## src/rtl/ecp_tx_pkg.sv

```systemverilog
package ecp_tx_pkg;
   typedef struct packed {
      logic       is_cmd;
      logic [7:0] val;
   } ecp_entry_t;

   typedef enum logic [1:0] {
      HS_IDLE,
      HS_SETUP,
      HS_STROBE,
      HS_RELEASE
   } hs_state_t;
endpackage

```

## src/rtl/ecp_tx_fifo.sv

```systemverilog
module ecp_tx_fifo #(
   parameter int DEPTH = 16,
   parameter int WIDTH = 9
) (
   input  logic             clk,
   input  logic             rst_n,
   input  logic             push,
   input  logic [WIDTH-1:0] din,
   input  logic             pop,
   output logic [WIDTH-1:0] dout,
   output logic             full,
   output logic             empty
);
   localparam int AW = $clog2(DEPTH);
   localparam logic [AW:0] FULL_CNT = (AW+1)'(DEPTH);

   initial begin
      if (DEPTH < 2 || (1 << AW) != DEPTH)
         $error("ecp_tx_fifo: DEPTH must be a power of two, at least 2");
   end

   logic [WIDTH-1:0] mem [DEPTH];
   logic [AW-1:0]    wr_ptr, rd_ptr;
   logic [AW:0]      cnt;
   logic             do_push, do_pop;

   assign do_push = push && !full;
   assign do_pop  = pop && !empty;
   assign full    = (cnt == FULL_CNT);
   assign empty   = (cnt == '0);
   assign dout    = mem[rd_ptr];

   always_ff @(posedge clk) begin
      if (do_push) mem[wr_ptr] <= din;
   end

   always_ff @(posedge clk) begin
      if (!rst_n) begin
         wr_ptr <= '0;
         rd_ptr <= '0;
         cnt    <= '0;
      end else begin
         if (do_push) wr_ptr <= wr_ptr + 1'b1;
         if (do_pop)  rd_ptr <= rd_ptr + 1'b1;
         case ({do_push, do_pop})
            2'b10:   cnt <= cnt + 1'b1;
            2'b01:   cnt <= cnt - 1'b1;
            default: cnt <= cnt;
         endcase
      end
   end

   // a full queue that is not read stays full, so nothing is overwritten
   p_no_overflow_r3: assert property (@(posedge clk) disable iff (!rst_n)
      (full && !pop) |=> full);
   // the two flags are never set together
   p_flags_excl_r2: assert property (@(posedge clk) disable iff (!rst_n)
      $onehot0({full, empty}));
   // the sequencer only reads when an entry is present
   p_pop_nonempty_r5: assert property (@(posedge clk) disable iff (!rst_n)
      pop |-> !empty);
endmodule

```

## src/rtl/ecp_tx_hs.sv

```systemverilog
module ecp_tx_hs
   import ecp_tx_pkg::*;
#(
   parameter int SYNC_STAGES  = 2,
   parameter int SETUP_CYCLES = 1
) (
   input  logic       clk,
   input  logic       rst_n,
   input  logic       have_entry,
   input  ecp_entry_t head,
   input  logic       dir_rev,
   input  logic       busy,
   output logic       pop,
   output logic [7:0] pd,
   output logic       n_strobe,
   output logic       n_autofd
);
   localparam int CW = (SETUP_CYCLES > 1) ? $clog2(SETUP_CYCLES) : 1;
   localparam logic [CW-1:0] SETUP_LAST = CW'(SETUP_CYCLES - 1);

   initial begin
      if (SYNC_STAGES < 0 || SYNC_STAGES > 4)
         $error("ecp_tx_hs: SYNC_STAGES must be in 0..4");
      if (SETUP_CYCLES < 1)
         $error("ecp_tx_hs: SETUP_CYCLES must be at least 1");
   end

   logic busy_s;

   generate
      if (SYNC_STAGES == 0) begin : g_nosync
         assign busy_s = busy;
      end else begin : g_sync
         logic [SYNC_STAGES-1:0] sh;
         always_ff @(posedge clk) begin
            if (!rst_n) sh <= '0;
            else        sh <= {sh[SYNC_STAGES-2+1-1:0], busy} >> 0;
         end
         assign busy_s = sh[SYNC_STAGES-1];
      end
   endgenerate

   hs_state_t     state;
   logic [CW-1:0] setup_cnt;
   logic [7:0]    pd_q;
   logic          autofd_q;

   assign pop      = (state == HS_IDLE) && have_entry && !dir_rev;
   assign n_strobe = (state != HS_STROBE);
   assign pd       = pd_q;
   assign n_autofd = autofd_q;

   always_ff @(posedge clk) begin
      if (!rst_n) begin
         state     <= HS_IDLE;
         setup_cnt <= '0;
         pd_q      <= '0;
         autofd_q  <= 1'b1;
      end else begin
         case (state)
            HS_IDLE: begin
               if (pop) begin
                  pd_q      <= head.val;
                  autofd_q  <= !head.is_cmd;
                  setup_cnt <= '0;
                  state     <= HS_SETUP;
               end
            end
            HS_SETUP: begin
               if (setup_cnt == SETUP_LAST && !busy_s) state <= HS_STROBE;
               else if (setup_cnt != SETUP_LAST) setup_cnt <= setup_cnt + 1'b1;
            end
            HS_STROBE: begin
               if (busy_s) state <= HS_RELEASE;
            end
            HS_RELEASE: begin
               if (!busy_s) state <= HS_IDLE;
            end
            default: state <= HS_IDLE;
         endcase
      end
   end

   // bus and tag hold for the whole transfer once it has begun
   p_hold_bus_r7: assert property (@(posedge clk) disable iff (!rst_n)
      (state != HS_IDLE && $past(state) != HS_IDLE) |-> ($stable(pd) && $stable(n_autofd)));
   // strobe is released only after Busy was seen high
   p_rise_after_busy_r8: assert property (@(posedge clk) disable iff (!rst_n)
      $rose(n_strobe) |-> $past(busy_s));
   // strobe falls only out of the setup phase
   p_fall_after_setup_r8: assert property (@(posedge clk) disable iff (!rst_n)
      $fell(n_strobe) |-> $past(state) == HS_SETUP);
   // reverse direction keeps the sequencer idle
   p_no_start_rev_r4: assert property (@(posedge clk) disable iff (!rst_n)
      (state == HS_IDLE && dir_rev) |=> state == HS_IDLE);
endmodule

```

## src/rtl/ecp_fwd_tx.sv

```systemverilog
module ecp_fwd_tx
   import ecp_tx_pkg::*;
#(
   parameter int DEPTH        = 16,
   parameter int SYNC_STAGES  = 2,
   parameter int SETUP_CYCLES = 1
) (
   input  logic       clk,
   input  logic       rst_n,
   input  logic       wr_data_en,
   input  logic       wr_cmd_en,
   input  logic [7:0] wr_byte,
   input  logic       dir_rev,
   output logic       fifo_full,
   output logic       fifo_empty,
   output logic       overflow,
   output logic [7:0] pd,
   output logic       n_strobe,
   output logic       n_autofd,
   input  logic       busy
);
   localparam int EW = $bits(ecp_entry_t);

   ecp_entry_t wr_entry, head;
   logic [EW-1:0] head_raw;
   logic wr_any, pop, ovf_q;

   assign wr_any          = wr_data_en || wr_cmd_en;
   assign wr_entry.is_cmd = wr_cmd_en;
   assign wr_entry.val    = wr_byte;
   assign head            = ecp_entry_t'(head_raw);
   assign overflow        = ovf_q;

   always_ff @(posedge clk) begin
      if (!rst_n)                   ovf_q <= 1'b0;
      else if (wr_any && fifo_full) ovf_q <= 1'b1;
   end

   ecp_tx_fifo #(.DEPTH(DEPTH), .WIDTH(EW)) u_fifo (
      .clk   (clk),
      .rst_n (rst_n),
      .push  (wr_any),
      .din   (wr_entry),
      .pop   (pop),
      .dout  (head_raw),
      .full  (fifo_full),
      .empty (fifo_empty)
   );

   ecp_tx_hs #(.SYNC_STAGES(SYNC_STAGES), .SETUP_CYCLES(SETUP_CYCLES)) u_hs (
      .clk        (clk),
      .rst_n      (rst_n),
      .have_entry (!fifo_empty),
      .head       (head),
      .dir_rev    (dir_rev),
      .busy       (busy),
      .pop        (pop),
      .pd         (pd),
      .n_strobe   (n_strobe),
      .n_autofd   (n_autofd)
   );

   // overflow is sticky until reset
   p_ovf_sticky_r3: assert property (@(posedge clk) disable iff (!rst_n)
      overflow |=> overflow);
   // overflow only rises on a write that meets a full queue
   p_ovf_cause_r3: assert property (@(posedge clk) disable iff (!rst_n)
      $rose(overflow) |-> $past(fifo_full && wr_any));
endmodule

```

## config.mk

```make
export PLATFORM = sky130hd
export DESIGN_NAME = ecp_fwd_tx
export DESIGN_NICKNAME = d
export VERILOG_FILES = /design/src/rtl/ecp_tx_pkg.sv /design/src/rtl/ecp_tx_fifo.sv /design/src/rtl/ecp_tx_hs.sv /design/src/rtl/ecp_fwd_tx.sv
export SDC_FILE = /design/constraint.sdc
export NUM_CORES = 1
export LEC_CHECK = 0
export CAP_MARGIN = 10
export CORE_UTILIZATION = 60
export CTS_BUF_LIST = sky130_fd_sc_hd__clkbuf_8 sky130_fd_sc_hd__clkbuf_16
export DETAILED_ROUTE_END_ITERATION = 8
export GPL_TIMING_DRIVEN = 1
export MAX_ROUTING_LAYER = met4
export PLACE_DENSITY = 0.79
export REMOVE_ABC_BUFFERS = 1
export SYNTH_ARGS = -nofsm -noshare
export SYNTH_HDL_FRONTEND = slang
export SYNTH_SLANG_ARGS = --single-unit
```

## constraint.sdc

```tcl
create_clock -name clk -period 3.15 [get_ports clk]
set_input_delay 0.7875 -clock clk [delete_from_list [all_inputs] [get_ports clk]]
set_output_delay 0.7875 -clock clk [all_outputs]
set_load 0.02 [all_outputs]
```

==> metrics.log <==
[metrics] Distinct cells, synth: 44
[metrics] post-synth design cell area: 6980 sq um
[metrics] number of buffer and inverter stages on the critical path: 1
[metrics] worst slack at placement: 0.00767 ns
[metrics] Inst Count DP: 575
[metrics] hold_ws: 0.440 ns
[metrics] final RePlAce weighted congestion: 0.800
[metrics] area enclosed by the die boundary: 12100 sq um
[metrics] via count normalized by instance count: 6.22
[metrics] setup repair after global routing missed its margin: no
[metrics] startpoint of the worst register-to-register path: u_fifo.cnt[0]$_SDFFE_PN0P_
[metrics] Tightest Pin Transition: 0.673 ns
[metrics] worst supply voltage drop on vdd: 0.000706 V
[metrics] TritonCTS clock tree: built
[metrics] sort of element at the end of the critical path: flip-flop
[metrics] Max-slew headroom: 0.550
[metrics] Std-Cell Core Area: 11400 sq um
[metrics] number of global-route vias before repair: 3742
[metrics] biggest area contributors in the synthesized netlist: edfxtp_1, mux4_2, dfxtp_1
[metrics] Fmax achieved: 337 MHz
[metrics] clk sinks: 175
[metrics] nets@finish: 477
[metrics] Avg WL per Cell: 22.7 microns
[metrics] post-synth top area cell: edfxtp_1
[metrics] WHS Path Cells: 1
[metrics] critical register-to-register path endpoint: u_fifo.cnt[2]$_SDFFE_PN0P_
[metrics] number of buffers created by CTS: 17
[metrics] arrival time at the worst endpoint: 3.31 ns
[metrics] Top FF cell, synth: edfxtp_1
[metrics] capture endpoint of the worst hold path: u_hs.g_sync.sh[1]$_SDFF_PN0_
[metrics] count of input and output buffers: 26
[metrics] max incr delay on CP: 0.58 ns
[metrics] fraction of final layout cells with drive strength greater than 1: 0.233
[metrics] outcome: finished, final reports clean
[metrics] launching element type of the critical path: flip-flop
[metrics] class of the most critical hold timing path: reg -> reg
[metrics] beginning of the worst hold path: u_hs.g_sync.sh[0]$_SDFF_PN0_
[metrics] initial core utilization: 0.614
[metrics] sum of net half-perimeters after detailed placement: 8160 microns
[metrics] violation count after the first detailed-route iteration: 354
[metrics] H-tree lvl count: 4
[metrics] most used routing layer in global routing: met2
[metrics] clock-pin transition on the worst setup and hold timing paths: 0.06 ns
[metrics] pin count of the biggest net entering global routing: 37
[metrics] drt pass-1 iters: 5
[metrics] crit-path cells: or4_4 -> o21ai_1 -> inv_2 -> ha_1 -> xor2_1 -> ha_1 -> a31oi_1 -> xor2_1 -> or3_1 -> a21boi_0
[metrics] number of failing hold endpoints at the final stage: 0
[metrics] Die W: 110 microns
[metrics] Slew Limit Fails: 0
[metrics] DRC violations left: 0
[metrics] GR Layer Usage met1: 0.332
[metrics] area share of the largest cell type after synthesis: 0.620
[metrics] final setup violation count: 0
[metrics] Tot Pwr: 6.30 mW
[metrics] post-route setup TNS: 0 ns
[metrics] global route total overflow: 0
[metrics] pwr/cell area: 774 nW/um^2
[metrics] Mean Syn Cell Area: 17.3 sq um
[metrics] Async S/R FF share, synth: 0
[metrics] total number of yosys warnings: 0
[metrics] max cap viols: 0
[metrics] synthesized netlist cell count: 403
[metrics] wire length of the first global-routing pass: 21000 microns
[metrics] total routing resource utilization after global routing: 0.262
[metrics] cell leakage power: 2.73 nW
[metrics] antenna-violating nets left: 0
[metrics] count of flip-flops with a built-in enable after synthesis: 144
[metrics] final worst setup slack: 0.182 ns
[metrics] number of post-CTS setup repair buffers: 0
[metrics] number of cells on the worst reg-to-reg path: 10
[metrics] Post-Route Skew: 0.0156 ns
[metrics] time the final worst path needs with I/O delays and setup: 2.97 ns
[metrics] Max clock buf depth: 2
[metrics] cell with the most instances after synthesis: edfxtp_1
[metrics] master cell of the clock root buffer: clkbuf_16
[metrics] GR Util met2: 0.400
[metrics] cell with the largest stage delay on the worst path: or4_4
[metrics] via count: 3781
[metrics] vertical die dimension: 110 microns
[metrics] worst skew pair latency: 0.43 ns
[metrics] P&R area growth vs syn: 16.6%
[metrics] register bit total from synthesis: 175
[metrics] required time of the critical path: 3.49 ns
[metrics] critical path class: reg -> reg
[metrics] Top Family by Delay on Critical Path: simple AND/OR/NAND/NOR gates
[metrics] crit path max fanout: 9
[metrics] final cell count without fillers: 608
[metrics] proportion of synthesized chip area in sequential cells: 0.708
[metrics] antenna violations before repair: 1
[metrics] total wire length: 13800 microns
[metrics] slack of the worst reg-to-reg path: 0.18 ns
[metrics] number of core rows: 39
[metrics] I/O pin total: 27
[metrics] top post-synthesis cells by count: edfxtp_1, mux4_2, dfxtp_1, nor2_1, a22oi_1
[metrics] final period utilization: 0.942
[metrics] M3 GR Usage: 0.0848
-- what timing repair did --
item                       in CTS  in global routing
hold buffers                    0                  0
resized for setup               0                  1
setup endpoints to repair       0                  1
-- per-layer routing --
layer,wire (microns),share of wire
met5,0,0
met4,274,0.020
met3,1080,0.078
met2,6890,0.50
met1,5560,0.40
-- power breakdown --
group / switching (mW) / internal [mW] / leakage [nW] / total, mW
Sequential: 0.127 / 2.70 / 1.56 / 2.83
Combinational: 0.686 / 0.627 / 0.873 / 1.31
Clock: 0.893 / 1.26 / 0.300 / 2.15
-- worst max path at each step --
stage,from,endpoint,slack [ns],cells after the start
global placement,wr_cmd_en,u_fifo.cnt[2]$_SDFFE_PN0P_,0.16,11
detailed placement,dir_rev,u_fifo.cnt[2]$_SDFFE_PN0P_,0.008,11
global route,u_fifo.cnt[0]$_SDFFE_PN0P_,u_fifo.cnt[2]$_SDFFE_PN0P_,0.04,10
CTS,u_fifo.cnt[0]$_SDFFE_PN0P_,u_fifo.cnt[2]$_SDFFE_PN0P_,0.1,10
finish,u_fifo.cnt[0]$_SDFFE_PN0P_,u_fifo.cnt[2]$_SDFFE_PN0P_,0.18,10
floorplan,u_fifo.cnt[0]$_SDFFE_PN0P_,u_fifo.cnt[2]$_SDFFE_PN0P_,-0.17,10
-- metrics by stage --
step	area (sq um)	util
floorplan	6870	-
global placement	7530	0.662
detailed placement	7530	0.662
CTS	8140	0.716
global route	8140	0.716
finish	8140	0.716
-- kinds of logic after synthesis --
kind of cell | after synthesis | synth area share
DFF | 175 | 0.708
adders and majority gates | 12 | 0.0215
muxes | 41 | 0.124
xor gates and xnor gates | 10 | 0.0126
and+or+nand+nor | 78 | 0.0590
buffers and inverters | 32 | 0.0197
AOI/OAI and AO/OA | 55 | 0.0547
-- sequential cells by signal, summed over array words and instances, names as in the netlist, named ones only --
register and cells:
u_hs.g_sync.sh 2, u_hs.state 2, u_fifo.wr_ptr 4, u_fifo.mem 144, u_fifo.rd_ptr 4, u_hs.n_autofd 1, overflow 1, u_fifo.cnt 5
u_hs.pd 8
-- cells in the final DEF, fill, tap and decap left out, drive strengths merged, types with 2 or more instances in the layout --
cell type / count
mux2i: 4
xnor2: 7
or3: 2
nand4: 3
nor3: 4
a31o: 9
a22oi: 17
nand3: 2
mux4: 36
nor2: 22
nor2b: 10
nand2: 12
buf: 27
o21ai: 6
inv: 15
clkdlybuf4s50: 26
dfxtp: 31
nand2b: 2
bufinv: 3
nand3b: 2
a21oi: 13
xor2: 3
ha: 12
clkbuf: 17
clkinv: 4
edfxtp: 144
a31oi: 2
and3: 2
and2: 13
-- cell type report --
cell class / instances / area (sq um)
diodes: 1 / 2.50
flip-flops and latches: 175 / 4950
clock inverters: 15 / 183
repair buffers: 53 / 475
clock buffers: 17 / 425
well taps: 143 / 179
inverters: 8 / 30.0
fillers: 683 / 3230
multi-input cells: 196 / 1900
Power figures use the tool's default switching activity.
